## src/rtl/dqc_pkg.sv

```systemverilog
package dqc_pkg;
  localparam int unsigned THR_W = 3;
  // counter must reach 2^(2^THR_W - 1)
  localparam int unsigned EVT_W = 1 << THR_W;
endpackage

```

## src/rtl/dqc_store.sv

```systemverilog
module dqc_store #(
  parameter int unsigned ENTRY_W = 32,
  parameter int unsigned DEPTH   = 16,
  localparam int unsigned PTR_W  = $clog2(DEPTH),
  localparam int unsigned CNT_W  = $clog2(DEPTH + 1)
) (
  input  logic               clk_i,
  input  logic               rst_ni,
  input  logic               push_i,
  input  logic [ENTRY_W-1:0] push_data_i,
  input  logic               rel_i,
  input  logic [CNT_W-1:0]   rel_len_i,
  input  logic [PTR_W-1:0]   rd_off_i,
  output logic [ENTRY_W-1:0] rd_data_o,
  output logic [CNT_W-1:0]   count_o
);
  logic [ENTRY_W-1:0] mem_q [DEPTH];
  logic [PTR_W-1:0]   head_q, tail_q;
  logic [CNT_W-1:0]   count_q;
  logic [PTR_W-1:0]   rd_idx;

  assign rd_idx    = head_q + rd_off_i;
  assign rd_data_o = mem_q[rd_idx];
  assign count_o   = count_q;

  always_ff @(posedge clk_i) begin
    if (push_i) mem_q[tail_q] <= push_data_i;
  end

  always_ff @(posedge clk_i or negedge rst_ni) begin
    if (!rst_ni) begin
      head_q  <= '0;
      tail_q  <= '0;
      count_q <= '0;
    end else begin
      if (push_i) tail_q <= tail_q + 1'b1;
      if (rel_i)  head_q <= head_q + rel_len_i[PTR_W-1:0];
      count_q <= count_q + CNT_W'(push_i) - (rel_i ? rel_len_i : '0);
    end
  end

  AST_NO_OVERFLOW: assert property (@(posedge clk_i) disable iff (!rst_ni)
    push_i |-> count_q < CNT_W'(DEPTH));
  AST_REL_WITHIN: assert property (@(posedge clk_i) disable iff (!rst_ni)
    rel_i |-> (rel_len_i <= count_q && rel_len_i != '0));
endmodule

```

## src/rtl/dqc_trigger.sv

```systemverilog
module dqc_trigger #(
  parameter int unsigned DEPTH   = 16,
  parameter int unsigned TIMER_W = 16,
  localparam int unsigned CNT_W  = $clog2(DEPTH + 1)
) (
  input  logic               clk_i,
  input  logic               rst_ni,
  input  logic [CNT_W-1:0]   count_i,
  input  logic [CNT_W-1:0]   hwm_i,
  input  logic [TIMER_W-1:0] flush_time_i,
  input  logic               done_i,
  output logic               busy_o,
  output logic [CNT_W-1:0]   len_o,
  output logic               finish_o
);
  logic               busy_q;
  logic [CNT_W-1:0]   len_q;
  logic [TIMER_W-1:0] timer_q;
  logic               wm_hit, to_hit, fire;

  assign wm_hit   = count_i >= hwm_i;
  assign to_hit   = timer_q >= flush_time_i;
  assign fire     = !busy_q && (count_i != '0) && (wm_hit || to_hit);
  assign finish_o = busy_q && done_i;
  assign busy_o   = busy_q;
  assign len_o    = len_q;

  always_ff @(posedge clk_i or negedge rst_ni) begin
    if (!rst_ni) begin
      busy_q  <= 1'b0;
      len_q   <= '0;
      timer_q <= '0;
    end else begin
      if (fire) begin
        busy_q <= 1'b1;
        len_q  <= count_i;
      end else if (finish_o) begin
        busy_q <= 1'b0;
      end
      // timer restarts at each burst start and idles on an empty cache
      if (count_i == '0 || fire) timer_q <= '0;
      else if (timer_q != '1)    timer_q <= timer_q + 1'b1;
    end
  end

  AST_WM_FIRE: assert property (@(posedge clk_i) disable iff (!rst_ni)
    (!busy_q && count_i != '0 && count_i >= hwm_i) |=> busy_q);
  AST_BURST_HOLD: assert property (@(posedge clk_i) disable iff (!rst_ni)
    (busy_q && !done_i) |=> (busy_q && $stable(len_q)));
  AST_LEN_NONZERO: assert property (@(posedge clk_i) disable iff (!rst_ni)
    busy_q |-> (len_q != '0 && len_q <= CNT_W'(DEPTH)));
  AST_IDLE_EMPTY: assert property (@(posedge clk_i) disable iff (!rst_ni)
    (!busy_q && count_i == '0) |=> !busy_q);
endmodule

```

## src/rtl/dqc_status.sv

```systemverilog
module dqc_status
  import dqc_pkg::*;
(
  input  logic             clk_i,
  input  logic             rst_ni,
  input  logic             evt_i,
  input  logic [THR_W-1:0] thresh_i,
  input  logic             host_rd_i,
  output logic             stat_o
);
  logic [EVT_W-1:0] evt_cnt_q;
  logic [EVT_W:0]   target, next_cnt;
  logic             hit;
  logic             stat_q;

  assign target   = (EVT_W+1)'(1) << thresh_i;
  assign next_cnt = {1'b0, evt_cnt_q} + 1'b1;
  assign hit      = evt_i && (next_cnt >= target);
  assign stat_o   = stat_q;

  always_ff @(posedge clk_i or negedge rst_ni) begin
    if (!rst_ni) begin
      evt_cnt_q <= '0;
      stat_q    <= 1'b0;
    end else begin
      if (hit)        evt_cnt_q <= '0;
      else if (evt_i) evt_cnt_q <= next_cnt[EVT_W-1:0];
      if (hit)            stat_q <= 1'b1;
      else if (host_rd_i) stat_q <= 1'b0;
    end
  end

  AST_RD_CLEARS: assert property (@(posedge clk_i) disable iff (!rst_ni)
    (host_rd_i && !evt_i) |=> !stat_q);
  AST_NO_SET_IDLE: assert property (@(posedge clk_i) disable iff (!rst_ni)
    (!evt_i && !stat_q) |=> !stat_q);
  AST_CODE0_EVERY: assert property (@(posedge clk_i) disable iff (!rst_ni)
    (evt_i && thresh_i == '0) |=> stat_q);
endmodule

```

## src/rtl/dq_coalesce_cache.sv

```systemverilog
module dq_coalesce_cache
  import dqc_pkg::*;
#(
  parameter int unsigned ENTRY_W = 32,
  parameter int unsigned DEPTH   = 16,
  parameter int unsigned TIMER_W = 16,
  localparam int unsigned PTR_W  = $clog2(DEPTH),
  localparam int unsigned CNT_W  = $clog2(DEPTH + 1)
) (
  input  logic               clk_i,
  input  logic               rst_ni,
  input  logic               ent_valid_i,
  input  logic [ENTRY_W-1:0] ent_data_i,
  output logic               ent_ready_o,
  input  logic [CNT_W-1:0]   hwm_i,
  input  logic [TIMER_W-1:0] flush_time_i,
  input  logic [THR_W-1:0]   thresh_i,
  output logic               burst_req_o,
  output logic [CNT_W-1:0]   burst_len_o,
  input  logic [PTR_W-1:0]   rd_off_i,
  output logic [ENTRY_W-1:0] rd_data_o,
  input  logic               burst_done_i,
  input  logic               host_rd_i,
  output logic               stat_o
);
  logic [CNT_W-1:0] count;
  logic             push, finish;

  assign ent_ready_o = count < CNT_W'(DEPTH);
  assign push        = ent_valid_i && ent_ready_o;

  dqc_store #(.ENTRY_W(ENTRY_W), .DEPTH(DEPTH)) i_store (
    .clk_i       (clk_i),
    .rst_ni      (rst_ni),
    .push_i      (push),
    .push_data_i (ent_data_i),
    .rel_i       (finish),
    .rel_len_i   (burst_len_o),
    .rd_off_i    (rd_off_i),
    .rd_data_o   (rd_data_o),
    .count_o     (count)
  );

  dqc_trigger #(.DEPTH(DEPTH), .TIMER_W(TIMER_W)) i_trigger (
    .clk_i        (clk_i),
    .rst_ni       (rst_ni),
    .count_i      (count),
    .hwm_i        (hwm_i),
    .flush_time_i (flush_time_i),
    .done_i       (burst_done_i),
    .busy_o       (burst_req_o),
    .len_o        (burst_len_o),
    .finish_o     (finish)
  );

  dqc_status i_status (
    .clk_i     (clk_i),
    .rst_ni    (rst_ni),
    .evt_i     (finish),
    .thresh_i  (thresh_i),
    .host_rd_i (host_rd_i),
    .stat_o    (stat_o)
  );

  AST_FULL_HOLDOFF: assert property (@(posedge clk_i) disable iff (!rst_ni)
    (ent_valid_i && !ent_ready_o && !finish) |=> !ent_ready_o);
  AST_STRAY_DONE: assert property (@(posedge clk_i) disable iff (!rst_ni)
    (burst_done_i && !burst_req_o) |=> $stable(ent_ready_o) || push);
endmodule

```

## config.mk

```make
export PLATFORM = sky130hd
export DESIGN_NAME = dq_coalesce_cache
export DESIGN_NICKNAME = d
export VERILOG_FILES = /design/src/rtl/dqc_pkg.sv /design/src/rtl/dqc_store.sv /design/src/rtl/dqc_trigger.sv /design/src/rtl/dqc_status.sv /design/src/rtl/dq_coalesce_cache.sv
export SDC_FILE = /design/constraint.sdc
export NUM_CORES = 1
export LEC_CHECK = 0
export ABC_CLOCK_PERIOD_IN_PS = 3400
export BUFFER_PORTS_ARGS = -buffer_cell sky130_fd_sc_hd__clkbuf_2
export CORE_ASPECT_RATIO = 0.5
export CORE_MARGIN = 5
export CORE_UTILIZATION = 55
export CTS_CLUSTER_DIAMETER = 80
export DETAILED_ROUTE_END_ITERATION = 8
export GPL_TIMING_DRIVEN = 0
export PLACE_DENSITY = 0.72
export SYNTH_ARGS = -nofsm -noshare
export SYNTH_HDL_FRONTEND = slang
export SYNTH_SLANG_ARGS = --single-unit
```

## constraint.sdc

```tcl
create_clock -name clk_i -period 3.4 [get_ports clk_i]
set_input_delay 0.68 -clock clk_i [delete_from_list [all_inputs] [get_ports clk_i]]
set_output_delay 0.68 -clock clk_i [all_outputs]
set_load 0.01 [all_outputs]
```

* Word-level counts from Yosys, hierarchy flattened
Memory sizes are Yosys's and may differ from the RTL's. Index checks and enable logic that the tools add are counted.
Operators by class: add/sub/neg operators 7, multiply operators 0, divide/modulo/power cells 0, magnitude comparators 4, equal/unequal tests 1, shift-type cells 1, mux-type cells 11, bitwise gates (word level) 0, reduce and logical (&&, ||, !) cells 14
Operator list (count):
- 16-bit 2-to-1 mux | 2
- 16-bit by 1-bit adder with 16-bit output, second input constant | 1
- 16-bit >= comparator | 1
- 8-bit 2-to-1 mux | 2
- 16-bit inequality test, second input constant | 1
- 8-bit by 1-bit adder with 9-bit output, second input constant | 1
- 9-bit >= comparator | 1
- 1-bit by 3-bit << shifter with 9-bit output, first input constant | 1
- 4-bit adder | 2
- 2-bit nonzero test | 4
- 1-bit 2-to-1 mux | 6
- 5-bit by 1-bit adder with 5-bit output | 1
- 5-bit >= comparator | 1
- 1-bit logical AND | 5
- 5-bit logical NOT | 1
- 5-bit < comparator, second input constant | 1
- 5-bit 2-to-1 mux | 1
- 5-bit nonzero test | 1
- 5-bit subtractor | 1
- 4-bit by 1-bit adder with 4-bit output, second input constant | 1
- 1-bit logical OR | 2
- 1-bit logical NOT | 1
Word-level totals: bits in registers 44, bits in latches 0, RAM bits 512, bits in read-only memories 0, output and inout bits 40, memories 1
Memory list:
- i_store.mem_q | words 16, width 32, rd ports 1, clocked after memory_dff 0, wr ports 1, line dqc_store.sv:17 | logic [ENTRY_W-1:0] mem_q [DEPTH];

* Depth between registers and ports, before layout
word-level depth 5, gate-level depth with buffers 12

* Hierarchy
Synthesis repeated with hierarchy kept, for this count alone.
Unflattened totals: cell total of the unflattened synthesis 1260, area total of the unflattened synthesis 23145.9 um^2
By module, submodules not included:
- dqc_store | times used 1, cells each 1002, area each 20791.2 um^2, sequential area each 15700.1 um^2
- dqc_trigger | times used 1, cells each 170, area each 1571.5 um^2, sequential area each 550.5 um^2
- dqc_status | times used 1, cells each 86, area each 773.2 um^2, sequential area each 225.2 um^2
- dq_coalesce_cache | times used 1, cells each 2, area each 10.0 um^2, sequential area each 0.0 um^2

* Worst setup path before layout
Ideal clock, no wire load.
kind in2out, start input rd_off_i[0], end output rd_data_o[13], arrival time 2.661 ns, slack 0.059 ns, cell stages on the path 9, cell sequence ha_1 -> inv_1 -> fa_1 -> buf_2 -> clkbuf_1 -> mux4_2 -> and2_1 -> a211oi_1 -> a31oi_1
Between the ends: cells in the longest elaborated chain, start to end 2
Ends and longest elaborated chain:
- start: declaration | line dq_coalesce_cache.sv:20 | input logic [PTR_W-1:0] rd_off_i,
- 4-bit adder | line dqc_store.sv:22 | assign rd_idx = head_q + rd_off_i;
- memory read 16 x 32 bit
- end: declaration | line dq_coalesce_cache.sv:21 | output logic [ENTRY_W-1:0] rd_data_o,
No other way between the ends.

* Final worst setup path
start register i_store.head_q[0], end output rd_data_o[22]
Between the ends: cells in the longest elaborated chain, start to end 2
Ends and longest elaborated chain:
- start: declaration | line dqc_store.sv:18 | logic [PTR_W-1:0] head_q, tail_q;
- start signal: assignment | line dqc_store.sv:37 | if (rel_i) head_q <= head_q + rel_len_i[PTR_W-1:0];
- 4-bit adder | line dqc_store.sv:22
- memory read 16 x 32 bit
No other way between the ends.

==> results.sh <==
export IMPL_drt_pass_1_iters=5
export IMPL_timing_critical_path_from_type="flop"
export IMPL_number_of_global_route_vias_before_repair=12600
export IMPL_post_synth_instance_area_um2=22700
export IMPL_hold_path_endpoint="i_status.stat_o"
export IMPL_period_share=1.11
export IMPL_io_buffers=104
export IMPL_clk_pin_slew_worst_paths_ns=0.06
export IMPL_run_status="complete, but fails checks"
export IMPL_post_route_min_period_ns=3.78
export IMPL_clock_insertion_delay_worst_skew_ns=0.58
export IMPL_place_ws_ns=-1.42
export IMPL_max_cap_check_violation_count=0
export IMPL_num_rows=52
export IMPL_critical_path_required_ns=2.72
export IMPL_max_fo_critical_path=7
export IMPL_r2r_end="i_status.evt_cnt_q[3]"
export IMPL_synth_compound_gate_area_share=0.0378
export IMPL_drt_vias_per_instance=6.09
export IMPL_maximum_count_of_clock_buffers_along_a_single_path=3
export IMPL_setup_tns_ns=-9.98
export IMPL_dp_cells=1867
export IMPL_setup_ws_ns=-0.381
export IMPL_pin_count=105
export IMPL_yosys_area_share_xor_xnor=0.0124
export IMPL_timing_hold_worst_class="in -> reg"
export IMPL_finish_cell_count_without_fillers=1971
export IMPL_ys_warnings_count=0
export IMPL_insertedDiodeCount=0
export IMPL_pin_count_of_the_biggest_net_entering_global_routing=45
export IMPL_violations="setup timing"
export IMPL_peakVddDrop_mv=0.555
export IMPL_power_leakage_uw=0.00927
export IMPL_wl_per_cell_um=24.9
export IMPL_clock_sinks=556
export IMPL_final_core_util=0.656
export IMPL_total_power_uw=23600
export IMPL_initial_antenna_violation_count=3
export IMPL_finalClockSkew_ns=0.0267
export IMPL_syn_mean_instance_area_um2=18.8
export IMPL_die_outline_area_um2=45600
export IMPL_tritoncts="done"
export IMPL_simple_gate_share_of_the_synthesized_area=0.0486
export IMPL_max_slew_margin_rel=0.240
export IMPL_route_final_wire_length_mm=49.1
export IMPL_grt_remaining_overflow=0
export IMPL_hold_path_startpoint="host_rd_i"
export IMPL_synth_sequential_area_ratio=0.727
export IMPL_yosys_area_share_adder=0.0297
export IMPL_post_synth_inst_count=1206
export IMPL_finalWeightedCongestion=0.810
export IMPL_final_layout_size_suffix_gt1_frac=0.317
export IMPL_r2r_setup_slack_ns=0.49
export IMPL_dp_hpwl_mm=30.9
export IMPL_top_cells_by_area_synth="edfxtp_1 68%, mux4_2 13%, dfrtp_1 4.9%"
export IMPL_report_final_slew_viol_count=0
export IMPL_tightest_slew_ns=1.14
export IMPL_tritoncts_num_buffers=48
export IMPL_cts_hold_buffers_added=0
export IMPL_die_width_um=297
export IMPL_synth_top_area_frac=0.678
export IMPL_critical_path_endpoint_category="output port"
export IMPL_layout_area_overhead_vs_synth_pct=17.5
export IMPL_grt_setup_unrepaired="true"
export IMPL_dr_first_iter_drc_count=1247
export IMPL_clk_root_buffer_cell="clkbuf_16"
export IMPL_drc=0
export IMPL_timing_final_hold_violations=0
export IMPL_yosys_area_top_type="edfxtp_1"
export IMPL_pwr_density_cell_nw_per_um2=887
export IMPL_die_height_um=154
export IMPL_layout_nets=1509
export IMPL_gr_usage_all_layers=0.217
export IMPL_worst_r2r_path_depth=9
export IMPL_cts_htree_levels=2
export IMPL_arrival_ns=3.10
export IMPL_ant_nets=0
export IMPL_initial_utilization=0.558
export IMPL_core_region_area_um2=40600
export IMPL_netlist_cell_type_count=49
export IMPL_syn_nets=1323
export IMPL_vias=12000
export IMPL_r2r_start="i_status.evt_cnt_q[0]"
export IMPL_setup_worst_path_class="reg -> out"
export IMPL_ys_seq_elements=556
export IMPL_grt_first_pass_wirelength_mm=75.8
export IMPL_dominant_combinational_cell_family_by_area_after_synthesis="multiplexers"
export IMPL_report_final_setup_viol=32
export IMPL_max_clock_freq_mhz=264
export IMPL_worstHoldPathCells=2
export IMPL_synth_area_mux_share=0.128
## registers in the layout, summed over array words and instances (netlist names)
name	count
i_store.mem_q	512
i_trigger.timer_q	16
i_status.evt_cnt_q	8
i_store.count_o	5
i_trigger.len_o	5
i_store.head_q	4
i_store.tail_q	4
i_status.stat_o	1
i_trigger.busy_o	1
## Yosys cell counts, drive strengths merged
master	number
dfrtp	44
a32o	1
nand3	13
inv	41
o21ai	12
a41oi	1
mux2i	2
o22ai	1
o31ai	2
o21a	2
nor2	30
or3b	2
and4	3
nor3b	2
a311o	1
ha	49
a2111o	1
a21o	8
edfxtp	512
a31o	4
and4b	1
xor2	9
fa	3
and2	53
a22o	7
and3	6
xnor2	23
nand3b	3
nand2	89
a31oi	34
nor2b	2
mux4	128
o221ai	1
a211o	2
buf	22
nor3	7
a21oi	11
a211oi	34
nand4	8
clkbuf	28
nand2b	4
## critical path: stages, from the launching register on
cell and delay [ns]:
dfrtp_1 0.37, ha_2 0.20, inv_2 0.04, fa_2 0.61, buf_12 0.18, buf_12 0.13
clkbuf_16 0.15, mux4_2 0.34, a211oi_4 0.28, a31oi_1 0.08, buf_2 0.16
## how the worst max path moves through the flow
| stage | startpoint | endpoint | slack, ns |
|---|---|---|---|
| 2_1_floorplan | rd_off_i[0] | rd_data_o[13] | 0.06 |
| 3_3_place_gp | rd_off_i[0] | rd_data_o[3] | -1.35 |
| 3_5_place_dp | rd_off_i[0] | rd_data_o[3] | -1.42 |
| 4_1_cts | i_store.head_q[0] | rd_data_o[22] | -0.43 |
| 5_1_grt | i_store.head_q[0] | rd_data_o[22] | -0.46 |
| 6_report | i_store.head_q[0] | rd_data_o[22] | -0.38 |
## layout make-up
type	instances	area, um2
fillers	2665	14000
repair buffers	136	1130
multi-input cells	559	6150
flip-flops and latches	556	16500
well taps	540	676
clock inverters	30	264
inverters	41	154
plain buffers	50	532
clock buffers	59	1260
## what timing repair did
item / 4_1_cts / 5_1_grt
setup endpoints to repair: 32 / 32
gates resized for setup: 115 / 61
endpoints found under the hold margin: 0 / 0
pin swaps: 22 / 24
cloned: 2 / 0
setup buffers: 8 / 5
## layer usage
| layer | track usage | wire [um] | part of all wire |
|---|---|---|---|
| met5 | 0 | 22 | 0.00045 |
| met2 | 0.364 | 24700 | 0.50 |
| met1 | 0.304 | 20300 | 0.41 |
| met4 | 0.0444 | 902 | 0.018 |
| met3 | 0.0448 | 3200 | 0.065 |
## stage by stage
step           area [um2]  hold slack, ns
6_report            26600           0.306
5_1_grt             26600           0.282
4_1_cts             26400           0.280
3_5_place_dp        24300           0.486
3_3_place_gp        23900           0.482
2_1_floorplan       22700           0.384
## power by group
group / internal, uW / leakage [uW] / switching (uW)
sequential: 8020 / 0.00518 / 289
combinational: 4550 / 0.00334 / 5420
clock: 2900 / 0.000749 / 2460
## cell usage in the layout, fill, tap and decap left out, types with 30 or more instances in the layout
master	instances
and2_1	35
inv_1	40
a31oi_1	30
nand2_1	89
mux4_2	128
clkbuf_2	104
ha_1	47
clkbuf_16	52
dfrtp_1	44
nor2_1	30
edfxtp_1	512
## cells by family after synthesis
kind of cell,count (synthesis)
AOI/OAI and AO/OA,122
and+or+nand+nor,223
xor gates and xnor gates,32
adders and majority gates,52
buffers and inverters,91
DFF,556
muxes,130
Power figures use the tool's default switching activity.
